$ cat src/rtl/rv_pkg.sv
package rv_pkg;

  typedef enum logic [3:0] {
    ST_IDLE,
    ST_SIGN,
    ST_COUNT,
    ST_CMPL,
    ST_PG_LO,
    ST_PG_HI,
    ST_SKIP,
    ST_TABLE,
    ST_DONE
  } rv_state_e;

  localparam int NUM_SIGNS = 3;
  localparam logic [7:0] SIGN_CODES [NUM_SIGNS] = '{8'hA8, 8'h61, 8'h41};
  localparam int MAX_SEGS  = 32;
  localparam int CRC_BYTES = 2;

endpackage

$ cat src/rtl/rv_header_check.sv
module rv_header_check
  import rv_pkg::*;
(
  input  logic [7:0] byte_in,
  input  logic [7:0] count_q,
  output logic       sign_ok,
  output logic       count_ok,
  output logic       cmpl_ok
);

  logic [NUM_SIGNS-1:0] sign_hit;

  for (genvar g = 0; g < NUM_SIGNS; g++) begin : g_sign
    assign sign_hit[g] = (byte_in == SIGN_CODES[g]);
  end

  assign sign_ok  = |sign_hit;
  assign count_ok = (byte_in != 8'd0) && (byte_in <= 8'(MAX_SEGS));
  assign cmpl_ok  = (byte_in == ~count_q);

endmodule

$ cat src/rtl/rv_segment_calc.sv
module rv_segment_calc
  import rv_pkg::*;
#(
  parameter int PAGE_BYTES = 512,
  parameter int SKIP_W     = 18
) (
  input  logic [7:0]        lo_q,
  input  logic [7:0]        hi_in,
  output logic              range_ok,
  output logic [SKIP_W-1:0] skip_last
);

  localparam logic [SKIP_W-1:0] PAGE_C = SKIP_W'(PAGE_BYTES);
  localparam logic [SKIP_W-1:0] TAIL_C = SKIP_W'(CRC_BYTES - 1);

  logic [8:0] pages;

  assign range_ok  = (lo_q <= hi_in);
  assign pages     = {1'b0, hi_in} + 9'd1 - {1'b0, lo_q};
  // index of the last byte of payload plus checksum, counting from zero
  assign skip_last = SKIP_W'(pages) * PAGE_C + TAIL_C;

endmodule

$ cat src/rtl/rv_limit_check.sv
module rv_limit_check #(
  parameter int LEN_W       = 24,
  parameter int TABLE_BYTES = 50,
  parameter int MIN_BODY    = 52
) (
  input  logic [LEN_W:0]   pos_next,
  input  logic [LEN_W-1:0] flen_q,
  output logic             trunc,
  output logic [LEN_W-1:0] body,
  output logic             body_small
);

  localparam logic [LEN_W+1:0] TBL_C = (LEN_W+2)'(TABLE_BYTES);

  logic [LEN_W+1:0] reach;
  logic [LEN_W:0]   flen_x;

  assign flen_x     = {1'b0, flen_q};
  assign reach      = {1'b0, pos_next} + TBL_C;
  assign trunc      = reach > {1'b0, flen_x};
  assign body       = (pos_next < flen_x) ? pos_next[LEN_W-1:0] : flen_q;
  assign body_small = body <= LEN_W'(MIN_BODY);

endmodule

$ cat src/rtl/rom_img_validator.sv
module rom_img_validator
  import rv_pkg::*;
#(
  parameter int LEN_W       = 24,
  parameter int PAGE_BYTES  = 512,
  parameter int TABLE_BYTES = 50,
  parameter int MIN_BODY    = 52
) (
  input  logic             clk,
  input  logic             rst_n,
  input  logic             start,
  input  logic [LEN_W-1:0] file_len,
  input  logic             s_valid,
  output logic             s_ready,
  input  logic [7:0]       s_data,
  output logic             done,
  output logic             error,
  output logic [LEN_W-1:0] body_len
);

  localparam int POS_W  = LEN_W + 1;
  localparam int SKIP_W = $clog2(256 * PAGE_BYTES + CRC_BYTES + TABLE_BYTES + 1);
  localparam int SEG_W  = $clog2(MAX_SEGS + 1);

  rv_state_e         state;
  logic [POS_W-1:0]  pos;
  logic [LEN_W-1:0]  flen_q;
  logic [7:0]        count_q;
  logic [7:0]        lo_q;
  logic [SEG_W-1:0]  seg_left;
  logic [SKIP_W-1:0] skip_cnt;
  logic              err_q;
  logic [LEN_W-1:0]  body_q;

  logic              fire;
  logic [POS_W-1:0]  pos_next;
  logic              sign_ok, count_ok, cmpl_ok;
  logic              range_ok;
  logic [SKIP_W-1:0] skip_last;
  logic              trunc, body_small;
  logic [LEN_W-1:0]  body_calc;

  rv_header_check u_hdr (
    .byte_in  (s_data),
    .count_q  (count_q),
    .sign_ok  (sign_ok),
    .count_ok (count_ok),
    .cmpl_ok  (cmpl_ok)
  );

  rv_segment_calc #(
    .PAGE_BYTES (PAGE_BYTES),
    .SKIP_W     (SKIP_W)
  ) u_seg (
    .lo_q      (lo_q),
    .hi_in     (s_data),
    .range_ok  (range_ok),
    .skip_last (skip_last)
  );

  rv_limit_check #(
    .LEN_W       (LEN_W),
    .TABLE_BYTES (TABLE_BYTES),
    .MIN_BODY    (MIN_BODY)
  ) u_lim (
    .pos_next   (pos_next),
    .flen_q     (flen_q),
    .trunc      (trunc),
    .body       (body_calc),
    .body_small (body_small)
  );

  assign s_ready  = (state != ST_IDLE) && (state != ST_DONE);
  assign fire     = s_valid && s_ready;
  assign pos_next = pos + POS_W'(1);

  assign done     = (state == ST_DONE);
  assign error    = err_q;
  assign body_len = body_q;

  always_ff @(posedge clk or negedge rst_n) begin
    if (!rst_n) begin
      state    <= ST_IDLE;
      pos      <= '0;
      flen_q   <= '0;
      count_q  <= '0;
      lo_q     <= '0;
      seg_left <= '0;
      skip_cnt <= '0;
      err_q    <= 1'b0;
      body_q   <= '0;
    end else if (start) begin
      state  <= ST_SIGN;
      pos    <= '0;
      flen_q <= file_len;
      err_q  <= 1'b0;
      body_q <= '0;
    end else if (fire) begin
      pos <= pos_next;
      unique case (state)
        ST_SIGN: begin
          if (sign_ok) state <= ST_COUNT;
          else begin state <= ST_DONE; err_q <= 1'b1; end
        end
        ST_COUNT: begin
          count_q <= s_data;
          if (count_ok) state <= ST_CMPL;
          else begin state <= ST_DONE; err_q <= 1'b1; end
        end
        ST_CMPL: begin
          seg_left <= count_q[SEG_W-1:0];
          if (cmpl_ok) state <= ST_PG_LO;
          else begin state <= ST_DONE; err_q <= 1'b1; end
        end
        ST_PG_LO: begin
          lo_q  <= s_data;
          state <= ST_PG_HI;
        end
        ST_PG_HI: begin
          skip_cnt <= skip_last;
          if (range_ok) state <= ST_SKIP;
          else begin state <= ST_DONE; err_q <= 1'b1; end
        end
        ST_SKIP: begin
          if (skip_cnt != '0) begin
            skip_cnt <= skip_cnt - SKIP_W'(1);
          end else begin
            seg_left <= seg_left - SEG_W'(1);
            if (trunc) begin
              state <= ST_DONE;
              err_q <= 1'b1;
            end else if (seg_left == SEG_W'(1)) begin
              state    <= ST_TABLE;
              skip_cnt <= SKIP_W'(TABLE_BYTES - 1);
            end else begin
              state <= ST_PG_LO;
            end
          end
        end
        ST_TABLE: begin
          if (skip_cnt != '0) begin
            skip_cnt <= skip_cnt - SKIP_W'(1);
          end else begin
            state <= ST_DONE;
            if (body_small) err_q  <= 1'b1;
            else            body_q <= body_calc;
          end
        end
        default: state <= state;
      endcase
    end
  end

endmodule

$ cat config.mk
export PLATFORM = sky130hd
export DESIGN_NAME = rom_img_validator
export DESIGN_NICKNAME = d
export VERILOG_FILES = /design/src/rtl/rv_pkg.sv /design/src/rtl/rv_header_check.sv /design/src/rtl/rv_segment_calc.sv /design/src/rtl/rv_limit_check.sv /design/src/rtl/rom_img_validator.sv
export SDC_FILE = /design/constraint.sdc
export NUM_CORES = 1
export LEC_CHECK = 0
export BUFFER_PORTS_ARGS = -buffer_cell sky130_fd_sc_hd__buf_2
export CAP_MARGIN = 0
export CORE_MARGIN = 2
export CORE_UTILIZATION = 50
export CTS_CLUSTER_DIAMETER = 120
export DETAILED_ROUTE_END_ITERATION = 6
export GPL_TIMING_DRIVEN = 0
export PLACE_DENSITY_LB_ADDON = 0.2
export SLEW_MARGIN = 20
export SYNTH_ARGS = -nofsm -noshare
export SYNTH_HDL_FRONTEND = slang
export SYNTH_HIERARCHICAL = 1
export SYNTH_SLANG_ARGS = --single-unit
$ cat constraint.sdc
create_clock -name clk -period 5.9 [get_ports clk]
set_input_delay 0.295 -clock clk [delete_from_list [all_inputs] [get_ports clk]]
set_output_delay 0.295 -clock clk [all_outputs]
set_load 0.1 [all_outputs]
==> flow_summary_export.csv <==
group,metric,value,unit
status,status,"completed",
global_route,grt_pass1_wl,37200,um
synthesis,ys_top_cells_by_area,"dfrtp_1 (33%), ha_1 (10%), mux2_2 (5.6%)",
placed_design,hpwl,16200,um
floorplan,ios,63,
finish,layout_common_cells,"dfrtp_1 (118), buf_2 (77), ha_1 (74), nor2_1 (69), inv_1 (62)",
synthesis,synth_ff_type,"dfrtp_1",
route,vias,7527,
synthesis,muxShareOfSynthArea,8.94,%
route,via_per_inst,5.81,
synthesis,syn-cell-area,9030,sq um
timing,hold_viol,0,
clocking,cts_buffers,17,
timing,setup-tns-final,0,ns
route,finalWirelength,22500,um
global_route,use_met3,3.88,%
global_route,grt_max_degree,76,
synthesis,synth.distinct_cells,85,
synthesis,synth.top_cell.area_share,32.7,%
route,wl_per_cell,17.4,um
critical_path,startpoint_type,"flop",
timing,min_period_over_period,95.3,%
clocking,htreeDepth,4,
critical_path,end_kind,"flop",
power,ir_worst_vdd,246,uV
min_path,min_path_type,"in2reg",
placed_design,place.gp.congestion,0.897,
power,power_density,230,nW/um^2
clocking,cts_tree,"built",
synthesis,synth-edff-count,0,
global_route,met2_usage,40.2,%
min_path,hold_depth,2,
critical_path,slowest_delay,0.44,ns
finish,final_common_cell,"dfrtp_1",
route,drtIter0Drc,539,
critical_path,path_buf_inv,2,
clocking,clockBufferDepth,2,
clocking,clock-sinks,118,
floorplan,die_width,138,um
critical_path,cp_slowest_cell,"xor2_1",
floorplan,dieArea,19100,sq um
power,power_leakage,4.99,nW
clocking,clk_latency,0.42,ns
power,p_seq_share,37.3,%
floorplan,rows,49,
power,p_comb_share,15.6,%
route,drc,0,
timing,setup_viol,0,
timing,hold_slack,0.102,ns
route,ant_nets,0,
synthesis,synth.avg_cell_area,9.47,sq um
finish,syn_to_final_growth,17.1,%
floorplan,coreArea,17800,sq um
power,p_clk_share,47.1,%
synthesis,synth-compound-area-share,16.1,%
synthesis,synth_fa_ha_area_share,10.5,%
global_route,antenna_found_initial,0,
timing,slew_headroom,44.9,%
timing,tightest_slew,0.824,ns
timing,fin_crit,5.62,ns
timing,fin_skew,0.00992,ns
critical_path,path_depth,23,
route,firstDrtPassIters,7,
global_route,grt_pass1_vias,7406,
synthesis,yosys.area_share.xor_xnor,7.28,%
power,p_sw_share,27.2,%
global_route,top_usage_layer,"met2",
global_route,overflow,0,
synthesis,ys_warn_count,6,
critical_path,crit_fanout,10,
critical_path,critPathTopFamily,"simple AND/OR/NAND/NOR gates",
finish,layout-drive-gt1-share,22.8,%
timing,fin_ws,0.278,ns
power,power,2.43,mW
power,p_switching,662,uW
critical_path,critPathArrivalTime,5.93,ns
power,p_int,1.77,mW
timing,fmax,0.178,GHz
synthesis,postSynthCellCount,953,
global_route,met1_usage,30.5,%
finish,antennaDiodeCount,0,
floorplan,start_util,50.6,%
critical_path,crit_type,"reg2reg",
floorplan,die_h,138,um
clocking,root_buffer,"clkbuf_16",
timing,finalMaxSlewViolations,0,
synthesis,synth_top_family_by_area,"simple AND/OR/NAND/NOR gates",
synthesis,synth_top_cell_by_area,"dfrtp_1",
flow_run,max_cap_viol_count,0,
finish,fin_nets,1164,
synthesis,synthSimpleGateAreaFrac,18.8,%
placed_design,place_ws,-0.700,ns
synthesis,synthArstFlopShare,100,%
synthesis,synth_seq_cells,118,
critical_path,cp_cell_sequence,"ha_1 > nand4_1 > or4_1 > buf_2 > or2_1 > nor2_1 > xor2_1 > and2_1 > and3_1 > nand2_1 > xnor2_1 > ha_1 > a211oi_1 > o21ai_0 > nor3_1 > o211a_1 > o32ai_4 > nor2_1 > a31oi_4 > a31oi_4 > buf_2 > o21ai_1 > o2bb2ai_1",
critical_path,r2r_cells,23,
placed_design,portBuffers,62,
clocking,path_clk_slew,0.06,ns
synthesis,ys_seq_area_share,32.7,%
critical_path,crit_required,6.21,ns
global_route,grt_usage,23.8,%
[layer usage]
layer | vias up | share of wire, %
met5 | - | 0
met4 | 0 | 2.5
met3 | 36 | 3.7
met1 | 3660 | 45
li1 | 3667 | -
met2 | 164 | 49
[final cells by class]
class	instances	area, sq um
flip-flops and latches	118	2950
multi-input cells	729	5740
plain buffers	51	280
clock buffers	19	443
repair buffers	74	429
well taps	229	287
inverters	62	233
fillers	1568	7270
clock inverters	13	204
[sequential cells by signal (all words and copies together), names as in the netlist]
| register | cells |
|---|---|
| pos | 25 |
| error | 1 |
| state | 4 |
| lo_q | 8 |
| count_q | 8 |
| flen_q | 24 |
| skip_cnt | 18 |
| seg_left | 6 |
| body_len | 24 |
[final timing paths]
| kind | slack [ns] | end | from |
|---|---|---|---|
| setup / recovery | 0.28 | skip_cnt[14] | pos[0] |
| hold / removal | 0.10 | flen_q[21] | file_len[21] |
| setup reg to reg | 0.28 | skip_cnt[14] | pos[0] |
| hold reg to reg | 0.49 | body_len[13] | body_len[13] |
| max in group asynchronous | 4.81 | lo_q[2] | rst_n |
| min in group asynchronous | 0.37 | body_len[6] | rst_n |
[cells in the mapped netlist, drive strengths merged, types with 6 or more instances]
| library cell | instances |
|---|---|
| dfrtp | 118 |
| ha | 74 |
| nor2 | 71 |
| mux2 | 63 |
| inv | 62 |
| o21ai | 52 |
| nand2 | 49 |
| a21oi | 43 |
| xnor2 | 39 |
| xor2 | 36 |
| buf | 33 |
| a22o | 30 |
| nand4 | 26 |
| nor4 | 25 |
| nor3 | 24 |
| nand3 | 22 |
| clkbuf | 18 |
| or3 | 12 |
| nor3b | 10 |
| a22oi | 9 |
| a31oi | 8 |
| nand2b | 7 |
| nor2b | 7 |
| a21o | 6 |
| and4 | 6 |
| o21a | 6 |
| o22ai | 6 |
| o2bb2ai | 6 |
| or2 | 6 |
[power by group through the flow]
stage	combinational [mW]	sequential [mW]	clock (mW)
after global placement	0.362	0.922	0
after CTS	0.375	0.909	1.17
final	0.379	0.908	1.15
after global routing	0.427	0.916	1.20
after floorplan	0.265	0.914	0
after detailed placement	0.370	0.922	0
[kinds of logic after synthesis]
group,after synthesis
other,2
AO/OA/AOI/OAI,209
buffers and inverters,113
flip-flops,118
adder cells (fa/ha/maj),75
AND/OR/NAND/NOR,295
multiplexers,66
XOR/XNOR,75
[timing repair]
action / 4_1_cts / 5_1_grt
setup endpoints to repair: 23 / 39
hold endpoints to repair: 43 / 0
buffers inserted: 4 / 6
resized for setup: 11 / 13
pin swaps: 2 / 4
hold buffers: 1 / 0
[through the flow]
| stage | util [%] | instances | cell area, sq um |
|---|---|---|---|
| 4_1_cts | 58.6 | 1289 | 10500 |
| 3_5_place_dp | 54.3 | 1252 | 9680 |
| 6_report | 59.2 | 1295 | 10600 |
| 3_3_place_gp | 54.1 | 1251 | 9650 |
| 5_1_grt | 59.2 | 1295 | 10600 |
| 2_1_floorplan | - | 960 | 9050 |
Power figures use the tool's default switching activity.
